--- src/rtl/cc_pkg.sv ---
package cc_pkg;
  localparam int CODE_W = 4;
  localparam int BASE_W = CODE_W - 1;
  localparam int NUM_BASE = 1 << BASE_W;

  typedef struct packed {
    logic z;
    logic n;
    logic v;
    logic c;
  } flags_t;

  typedef enum logic [BASE_W-1:0] {
    BASE_ALWAYS = 3'd0,
    BASE_HI     = 3'd1,
    BASE_NOCAR  = 3'd2,
    BASE_NONZ   = 3'd3,
    BASE_NOOVF  = 3'd4,
    BASE_POS    = 3'd5,
    BASE_GE     = 3'd6,
    BASE_GT     = 3'd7
  } base_sel_t;
endpackage

--- src/rtl/cc_base_tests.sv ---
module cc_base_tests
  import cc_pkg::*;
(
  input  flags_t              flags,
  output logic [NUM_BASE-1:0] tests
);
  logic sign_ok;

  always_comb begin
    sign_ok = ~(flags.n ^ flags.v);
    tests = '0;
    tests[BASE_ALWAYS] = 1'b1;
    tests[BASE_HI]     = flags.c & ~flags.z;
    tests[BASE_NOCAR]  = ~flags.c;
    tests[BASE_NONZ]   = ~flags.z;
    tests[BASE_NOOVF]  = ~flags.v;
    tests[BASE_POS]    = ~flags.n;
    tests[BASE_GE]     = sign_ok;
    tests[BASE_GT]     = sign_ok & ~flags.z;
  end
endmodule

--- src/rtl/cc_cond_pick.sv ---
module cc_cond_pick
  import cc_pkg::*;
(
  input  logic [CODE_W-1:0]   code,
  input  logic [NUM_BASE-1:0] tests,
  output logic                result
);
  logic [BASE_W-1:0] sel;
  logic              inv;

  always_comb begin
    sel    = code[CODE_W-1:1];
    inv    = code[0];
    result = tests[sel] ^ inv;
  end
endmodule

--- src/rtl/cc_word_out.sv ---
module cc_word_out #(
  parameter int DATA_W = 32
) (
  input  logic              hit,
  input  logic [DATA_W-1:0] a,
  input  logic [DATA_W-1:0] b,
  output logic [DATA_W-1:0] sel_word,
  output logic [DATA_W-1:0] flag_word
);
  genvar gi;
  generate
    for (gi = 0; gi < DATA_W; gi++) begin : g_bit
      assign sel_word[gi] = hit ? a[gi] : b[gi];
      if (gi == 0) begin : g_lsb
        assign flag_word[gi] = hit;
      end else begin : g_upper
        assign flag_word[gi] = 1'b0;
      end
    end
  endgenerate
endmodule

--- src/rtl/cc_eval_unit.sv ---
module cc_eval_unit #(
  parameter int DATA_W = 32
) (
  input  logic              clk,
  input  logic              rst,
  input  logic [3:0]        cond_code,
  input  logic              flag_z,
  input  logic              flag_n,
  input  logic              flag_v,
  input  logic              flag_c,
  input  logic [DATA_W-1:0] src_a,
  input  logic [DATA_W-1:0] src_b,
  output logic              cond_true,
  output logic [DATA_W-1:0] sel_out,
  output logic [DATA_W-1:0] bool_word
);
  import cc_pkg::*;

  flags_t              flags;
  logic [NUM_BASE-1:0] tests;
  logic                hit;
  logic [DATA_W-1:0]   sel_d;
  logic [DATA_W-1:0]   bool_d;

  assign flags = '{z: flag_z, n: flag_n, v: flag_v, c: flag_c};

  cc_base_tests u_tests (
    .flags (flags),
    .tests (tests)
  );

  cc_cond_pick u_pick (
    .code   (cond_code),
    .tests  (tests),
    .result (hit)
  );

  cc_word_out #(.DATA_W(DATA_W)) u_word (
    .hit       (hit),
    .a         (src_a),
    .b         (src_b),
    .sel_word  (sel_d),
    .flag_word (bool_d)
  );

  always_ff @(posedge clk) begin
    if (rst) begin
      cond_true <= 1'b0;
      sel_out   <= '0;
      bool_word <= '0;
    end else begin
      cond_true <= hit;
      sel_out   <= sel_d;
      bool_word <= bool_d;
    end
  end
endmodule

--- config.mk ---
export PLATFORM = sky130hd
export DESIGN_NAME = cc_eval_unit
export DESIGN_NICKNAME = d
export VERILOG_FILES = /design/src/rtl/cc_pkg.sv /design/src/rtl/cc_base_tests.sv /design/src/rtl/cc_cond_pick.sv /design/src/rtl/cc_word_out.sv /design/src/rtl/cc_eval_unit.sv
export SDC_FILE = /design/constraint.sdc
export NUM_CORES = 1
export LEC_CHECK = 0
export ABC_AREA = 1
export BUFFER_PORTS_ARGS = -buffer_cell sky130_fd_sc_hd__buf_2
export CAP_MARGIN = 10
export CORE_ASPECT_RATIO = 1.25
export CORE_UTILIZATION = 35
export DETAILED_ROUTE_END_ITERATION = 7
export PLACE_DENSITY = 0.84
export SLEW_MARGIN = 20
export SYNTH_ARGS = -nofsm -noshare
export SYNTH_HDL_FRONTEND = slang
export SYNTH_SLANG_ARGS = --single-unit
--- constraint.sdc ---
create_clock -name clk -period 0.93 [get_ports clk]
set_input_delay 0.0465 -clock clk [delete_from_list [all_inputs] [get_ports clk]]
set_output_delay 0.0465 -clock clk [all_outputs]
set_load 0.005 [all_outputs]
==> run summary, run 1 <==
outcome: finished, final reports clean
Startpoint Class: input pin
Fillers: 458
Fin. Hold Viols: 0
Worst Hold Class: in2reg
area grow syn2layout: 54.8%
Worst VDD drop: 0.000701 V
crit-path max FO: 9
Final Instance Count excl. Fillers: 459
Max Cap Viol: 0
# diodes: 0
post-layout minimum cycle time: 0.870 ns
CTS tree: built
layout cell share with drive strength beyond 1: 33.6%
drc violations: 0
first-pass GRT wire length: 6690 um
Routed Wire Length: 4870 um
initial antenna violation count: 0
core area: 4760 um2
pin count of the biggest net entering global routing: 34
Max Slew Vio Count: 0
clock buffer depth: 2
vias per std cell: 4.28
Worst Hold Depth: 3
port buffer count: 107
Max Clk Rate: 1150 MHz
Routed WL per cell: 10.6 um
#FFs+latches synth: 33
Buf+Inv Stages, Crit Path: 3
Syn Area/Cell: 6.65 um2
endpoint type of the worst setup path: flip-flop
clock-pin slew on the worst setup and hold paths: 0.06 ns
Unique masters post-synth: 15
Largest stage delay, worst path: 0.16 ns
Leak Pwr: 1.63 nW
most frequent cells in the layout: buf_2, nor2_1, nand2_1, inv_1, dfxtp_1
die height: 81.2 um
Crit path max-delay family: simple AND/OR/NAND/NOR gates
ANT nets after route: 0
clock root buffer: clkbuf_8
Critical Path RT: 1.13 ns
area leader, netlist: dfxtp_1
clock tree sinks: 33
largest cells by area after synthesis: dfxtp_1, nor2_1, buf_4, nand3_1, nand2_1
placed cell areas: 2210 um2
Hold Crit Endpoint: sel_out[3]$_SDFF_PP0_
total power: 0.00396 W
row count: 28
Worst Setup SP: cond_code[1]
initial core utilization: 36.8%
Pwr Density: 1460 nW/um2
post-route cell area: 2720 um2
Critical Path AT: 1.07 ns
Worst Setup Path Type: in2reg
DR iter-0 viols: 110
worst-path cell chain: buf_2, inv_2, a21oi_1, nand2_2, nand2_4, nand2_4, buf_12, nand3_1, nand2_1, nor2_1
tightest hold margin: 0.00678 ns
top-area cell type share of the netlist area: 37.6%
CTS Buf Count: 5
Final Cycle Share: 93.5%
Worst path depth: 10
fin nets: 472
DIE AREA: 5300 um2
vias in the first global route: 1,631
Placed Instances: 423
end-of-flow core utilization: 57.0%
Seq/Total Area, Yosys: 37.6%
Synth Warn #: 0
Crit path top cell by count: nand2_4
Hold Crit Start: src_a[3]
Vias: 1,963
RSZ-0062 raised after global routing: true
post-synthesis instance total: 264
mapped cell area: 1760 um2
global placer's final weighted congestion: 0.759
H-tree depth: 2
DIE WIDTH: 65.3 um
CP max stage cell: a21oi_1
final setup vio count: 0
hpwl dp: 3120 um
first-pass detailed-route iteration total: 4
io pins: 139
grt total ovfl: 0
Total GRT Usage: 16.3%
most common cell after layout, fill and taps aside: buf_2
[cells in the mapped netlist]
cell / n
conb_1: 1
nor2_1: 66
clkbuf_1: 3
nand2_2: 1
dfxtp_1: 33
buf_6: 6
nand2_4: 1
buf_2: 3
inv_2: 1
buf_4: 32
a21oi_1: 1
inv_1: 36
nand3_1: 37
nand2_1: 42
o21ai_1: 1
[tightest hold or removal path, delay by kind of cell]
kind,cells,cell delay (ns)
simple gates,2,0.12
buf+inv,1,0.07
[cell type report]
cell class	instances	area, um2	area share, %
clock buffer	7	86.3	3.18
clock inverter	1	30.0	1.10
inverter	37	139	5.11
multi-input combinational	181	828	30.5
sequential	33	661	24.3
tap	60	75.1	2.76
timing repair buffer	140	898	33.1
[metal layers]
layer	track usage [%]	vias to the layer above	part of all wire, %
met2	31.3	109	51
li1	-	987	-
met5	0	-	0
met4	7.17	0	1.9
met1	16.1	857	38
met3	4.21	10	8.4
[how the worst max path moves through the flow]
stage                                         to  slack (ns)
after floorplan           sel_out[24]$_SDFF_PP0_        0.04
after CTS                 sel_out[18]$_SDFF_PP0_       0.003
after detailed placement  sel_out[17]$_SDFF_PP0_       -0.34
after global placement    sel_out[18]$_SDFF_PP0_       -0.26
final                     sel_out[17]$_SDFF_PP0_        0.06
after global routing      sel_out[27]$_SDFF_PP0_       -0.01
[cells by family (layout without fill, tap and decap cells)]
family,count (synthesis),after routing,synth area share (%)
simple gates,147,148,34.6
other cells,1,31,0.214
buf+inv,81,185,26.9
compound gates,2,2,0.570
flops,33,33,37.6
[metrics by stage]
| stage | worst slack, ns | setup TNS, ns |
|---|---|---|
| 2_1_floorplan | 0.0362 | 0 |
| 3_3_place_gp | -0.262 | -7.01 |
| 3_5_place_dp | -0.340 | -9.55 |
| 4_1_cts | 0.00278 | 0 |
| 5_1_grt | -0.00994 | -0.0230 |
| 6_report | 0.0605 | 0 |
[what timing repair did]
item	in CTS	in global routing
setup buffers	0	0
hold buffers	26	0
cloned	0	2
pin swaps	0	6
setup endpoints to repair	9	33
resized for setup	1	17
hold endpoints to repair	26	0
[state kept, by name, summed over array words and instances (netlist names)]
register,count
bool_word,1
sel_out,32
[power breakdown]
group	internal, W	total [W]	leakage, nW	switching [W]
Combinational	0.000490	0.00101	1.30	0.000525
Sequential	0.00155	0.00158	0.275	0.0000345
Clock	0.000873	0.00137	0.0585	0.000492
Note: power is estimated with default switching activity, not from simulation.
==> inputs of run 2 (changes only) <==
CORE_ASPECT_RATIO = default   (was 1.25)
==> run summary, run 2 (same netlist as run 1, synthesis figures left out) <==
Clk pwr share: 33.7%
core area: 4790 um2
initial core utilization: 36.7%
Worst Hold Depth: 3
Sw Share: 27.0%
hpwl dp: 3100 um
Max Slew Vio Count: 0
Worst Hold Class: in2reg
drc violations: 0
crit-path max FO: 7
Startpoint Class: input pin
Vias: 2,014
die height: 72.8 um
DR iter-0 viols: 75
Largest stage delay, worst path: 0.17 ns
Leak Pwr: 1.69 nW
Total GRT Usage: 17.8%
Fin. Hold Viols: 0
Biggest register: sel_out
# diodes: 0
Hold Crit Start: src_a[11]
io pins: 139
Max Clk Rate: 1120 MHz
vias in the first global route: 1,801
DIE WIDTH: 72.8 um
worst-path cell chain: buf_2, inv_2, nor2_1, o21ai_1, nand2_2, nand2_4, nand2_4, nand2_8, clkbuf_16, nor2_1, nor2_1
endpoint type of the worst setup path: flip-flop
Routed WL per cell: 11.0 um
global placer's final weighted congestion: 0.735
Worst VDD drop: 0.000682 V
pin count of the biggest net entering global routing: 23
placed cell areas: 2280 um2
Final Cycle Share: 96.4%
Max Cap Viol: 0
Logic pwr share: 28.1%
Metal-1 WL: 1790 um
clock root buffer: clkbuf_8
area grow syn2layout: 64.1%
Top Metal Used: met4
Pwr Density: 1440 nW/um2
Largest register FFs: 32
H-tree depth: 2
met2 wire length: 2860 um
port buffer count: 107
ANT nets after route: 0
Post-CTS Setup Inserts: 0
setup ws final: 0.0336 ns
layout cell share with drive strength beyond 1: 37.2%
total power: 0.00415 W
CP max stage cell: clkbuf_16
clock buffer depth: 2
clock-pin slew on the worst setup and hold paths: 0.07 ns
grt total ovfl: 0
P_int: 0.00303 W
Critical Path AT: 1.07 ns
Hold Crit Endpoint: sel_out[11]$_SDFF_PP0_
first-pass detailed-route iteration total: 5
Critical Path RT: 1.11 ns
first-pass GRT wire length: 7220 um
switching power: 0.00112 W
most common cell after layout, fill and taps aside: buf_2
met3 WL: 427 um
initial antenna violation count: 0
biggest regs: sel_out x32, bool_word x1
CTS tree: built
final setup vio count: 0
Reg power frac: 38.1%
Worst Setup Path Type: in2reg
DIE AREA: 5300 um2
row count: 25
CTS Buf Count: 5
fin nets: 479
vias per std cell: 4.26
Crit path top cell by count: nor2_1
dpl ws: -0.226 ns
post-route cell area: 2880 um2
outcome: finished, final reports clean
most frequent cells in the layout: buf_2, nor2_1, nand2_1, inv_1, dfxtp_1
post-layout minimum cycle time: 0.896 ns
Routed Wire Length: 5190 um
clock tree sinks: 33
[run 2: changes by cell type in the layout (fill, tap and decap cells not counted), moves of 2 or more]
cell	change
nor2_2	+12
clkbuf_16	+2
buf_12	+3
nor2_1	-12
dlygate4sd3_1	+3
[run 2: per-stage QoR]
step	hold WS, ns	instances	util (%)	TNS (ns)
after detailed placement	0.233	432	47.6	-6.43
after floorplan	0.119	294	-	0
after global routing	0.000919	473	60.2	-0.323
after global placement	0.227	432	47.6	-4.85
final	0.00674	473	60.2	0
after CTS	0.00219	469	56.1	0
[run 2: power by group through the flow]
stage,Clock [W],Sequential [W],Combinational [W]
6_report,0.00140,0.00158,0.00117
5_1_grt,0.00151,0.00159,0.00129
4_1_cts,0.00143,0.00158,0.000978
3_5_place_dp,0,0.00161,0.000881
3_3_place_gp,0,0.00161,0.000859
2_1_floorplan,0,0.00163,0.000550
[run 2: timing repair]
action                                 CTS  global route
endpoints found under the hold margin   29             0
hold buffers                            29             0
gates resized for setup                  0            29
setup endpoints to repair                0            28
[run 2: worst max path at each step]
stage	start	endpoint	slack [ns]	depth (start not counted)
2_1_floorplan	cond_code[1]	sel_out[24]$_SDFF_PP0_	0.04	9
3_3_place_gp	cond_code[1]	sel_out[1]$_SDFF_PP0_	-0.16	10
6_report	cond_code[1]	sel_out[15]$_SDFF_PP0_	0.03	11
4_1_cts	cond_code[2]	sel_out[5]$_SDFF_PP0_	0.07	11
5_1_grt	cond_code[1]	sel_out[10]$_SDFF_PP0_	-0.03	11
3_5_place_dp	cond_code[2]	sel_out[5]$_SDFF_PP0_	-0.23	11
[run 2: metal layers]
| layer | track usage, % | up-vias |
|---|---|---|
| met4 | 8.50 | 0 |
| li1 | - | 1003 |
| met3 | 5.94 | 14 |
| met1 | 16.3 | 884 |
| met2 | 34.9 | 113 |
| met5 | 0 | - |
[run 2: area by class of cell]
class | count | area, um2
repair buffers | 148 | 1040
inverters | 37 | 139
clock inverters | 1 | 30.0
fillers | 446 | 1910
clock buffers | 7 | 86.3
well taps | 67 | 83.8
multi-input cells | 180 | 842
flip-flops and latches | 33 | 661
[run 2: worst max-delay path, delay by kind of cell]
family | cells | cell delay (ns)
AND/OR/NAND/NOR | 7 | 0.61
buffers and inverters | 3 | 0.33
AO/OA/AOI/OAI | 1 | 0.07
==> inputs of run 3 (changes only) <==
REMOVE_ABC_BUFFERS = 1   (was default)
==> run summary, run 3 (same netlist as run 1, synthesis figures left out) <==
Max Clk Rate: 1150 MHz
crit-path max FO: 17
Clk pwr share: 35.3%
outcome: finished, final reports clean
Startpoint Class: input pin
Critical Path AT: 1.09 ns
port buffer count: 107
total power: 0.00397 W
switching power: 0.00104 W
clock tree sinks: 33
Pwr Density: 1470 nW/um2
Final Instance Count excl. Fillers: 469
drc violations: 0
ANT nets after route: 0
Largest register FFs: 32
worst-path cell chain: buf_2, inv_2, nand2_1, nand3_1, nand3_2, nand2_2, nand2_2, buf_12, nand3_1, nand2_1, nor2_1
first-pass detailed-route iteration total: 4
hpwl dp: 3100 um
DIE AREA: 5300 um2
global placer's final weighted congestion: 0.708
Max Cap Viol: 0
initial antenna violation count: 0
Biggest register: sel_out
Hold Crit Start: src_a[25]
row count: 25
# diodes: 0
clock root buffer: clkbuf_8
endpoint type of the worst setup path: flip-flop
worst setup path end: sel_out[0]$_SDFF_PP0_
post-layout minimum cycle time: 0.871 ns
Post-CTS Setup Inserts: 0
Final Cycle Share: 93.6%
Buf+Inv Stages, Crit Path: 3
Leak Pwr: 1.62 nW
Reg power frac: 39.8%
Worst VDD drop: 0.000637 V
Routed Wire Length: 4580 um
fin nets: 475
vias per std cell: 4.14
pin count of the biggest net entering global routing: 18
Critical Path RT: 1.15 ns
io pins: 139
dpl ws: -0.223 ns
Largest stage delay, worst path: 0.16 ns
DR iter-0 viols: 39
H-tree depth: 2
first-pass GRT wire length: 7120 um
Total GRT Usage: 17.3%
CP max stage cell: buf_12
Sw Share: 26.3%
most frequent cells in the layout: buf_2, nor2_1, nand2_1, inv_1, nand3_1
initial core utilization: 36.7%
setup_tns: 0 ns
Routed WL per cell: 9.75 um
Placed Instances: 432
biggest regs: sel_out x32, bool_word x1
setup ws final: 0.0593 ns
CTS Buf Count: 5
P_int: 0.00292 W
most common cell after layout, fill and taps aside: buf_2
CTS tree: built
Fin. Hold Viols: 0
Worst path depth: 11
Vias: 1,940
end-of-flow core utilization: 56.4%
Max Slew Vio Count: 0
area grow syn2layout: 53.9%
Crit path max-delay family: simple AND/OR/NAND/NOR gates
Worst Hold Class: in2reg
Logic pwr share: 24.9%
grt total ovfl: 0
vias in the first global route: 1,809
DIE WIDTH: 72.8 um
Worst Hold Depth: 3
Worst Setup SP: cond_code[1]
clock-pin slew on the worst setup and hold paths: 0.07 ns
layout cell share with drive strength beyond 1: 32.8%
die height: 72.8 um
core area: 4790 um2
Worst Setup Path Type: in2reg
clock buffer depth: 2
final setup vio count: 0
## run 3: layout make-up
| cell class | instances | area, um2 |
|---|---|---|
| repair buffers | 144 | 943 |
| inverters | 37 | 139 |
| well taps | 67 | 83.8 |
| multi-input cells | 180 | 758 |
| clock buffers | 7 | 86.3 |
| flip-flops and latches | 33 | 661 |
| clock inverters | 1 | 30.0 |
| fillers | 449 | 2080 |
## run 3: worst min path at each step
| stage | end | slack (ns) |
|---|---|---|
| floorplan | bool_word[0]$_SDFF_PP0_ | 0.12 |
| global placement | bool_word[0]$_SDFF_PP0_ | 0.23 |
| detailed placement | bool_word[0]$_SDFF_PP0_ | 0.23 |
| CTS | sel_out[25]$_SDFF_PP0_ | 0.0004 |
| global route | sel_out[25]$_SDFF_PP0_ | 0.001 |
| finish | sel_out[25]$_SDFF_PP0_ | 0.004 |
## run 3: power by group through the flow
stage	sequential [W]	clock, W	combinational [W]
finish	0.00158	0.00140	0.000988
global route	0.00159	0.00151	0.00111
CTS	0.00158	0.00144	0.000968
detailed placement	0.00161	0	0.000872
global placement	0.00161	0	0.000851
floorplan	0.00163	0	0.000378
## run 3: repair_timing
| item | in CTS | in global routing |
|---|---|---|
| endpoints found under the setup margin | 0 | 28 |
| hold endpoints to repair | 29 | 0 |
| gates resized for setup | 0 | 9 |
| hold buffers | 29 | 0 |
## run 3: stage by stage
stage	hold slack (ns)	cell area [um2]
2_1_floorplan	0.119	1530
3_3_place_gp	0.228	2260
3_5_place_dp	0.228	2260
4_1_cts	0.000379	2670
5_1_grt	0.00146	2700
6_report	0.00370	2700
## run 3: metal layers
| metal | track usage, % | wire length (um) |
|---|---|---|
| met1 | 16.1 | 1720 |
| met2 | 35.4 | 2410 |
| met3 | 4.56 | 364 |
| met4 | 6.32 | 79 |
| met5 | 0 | 0 |
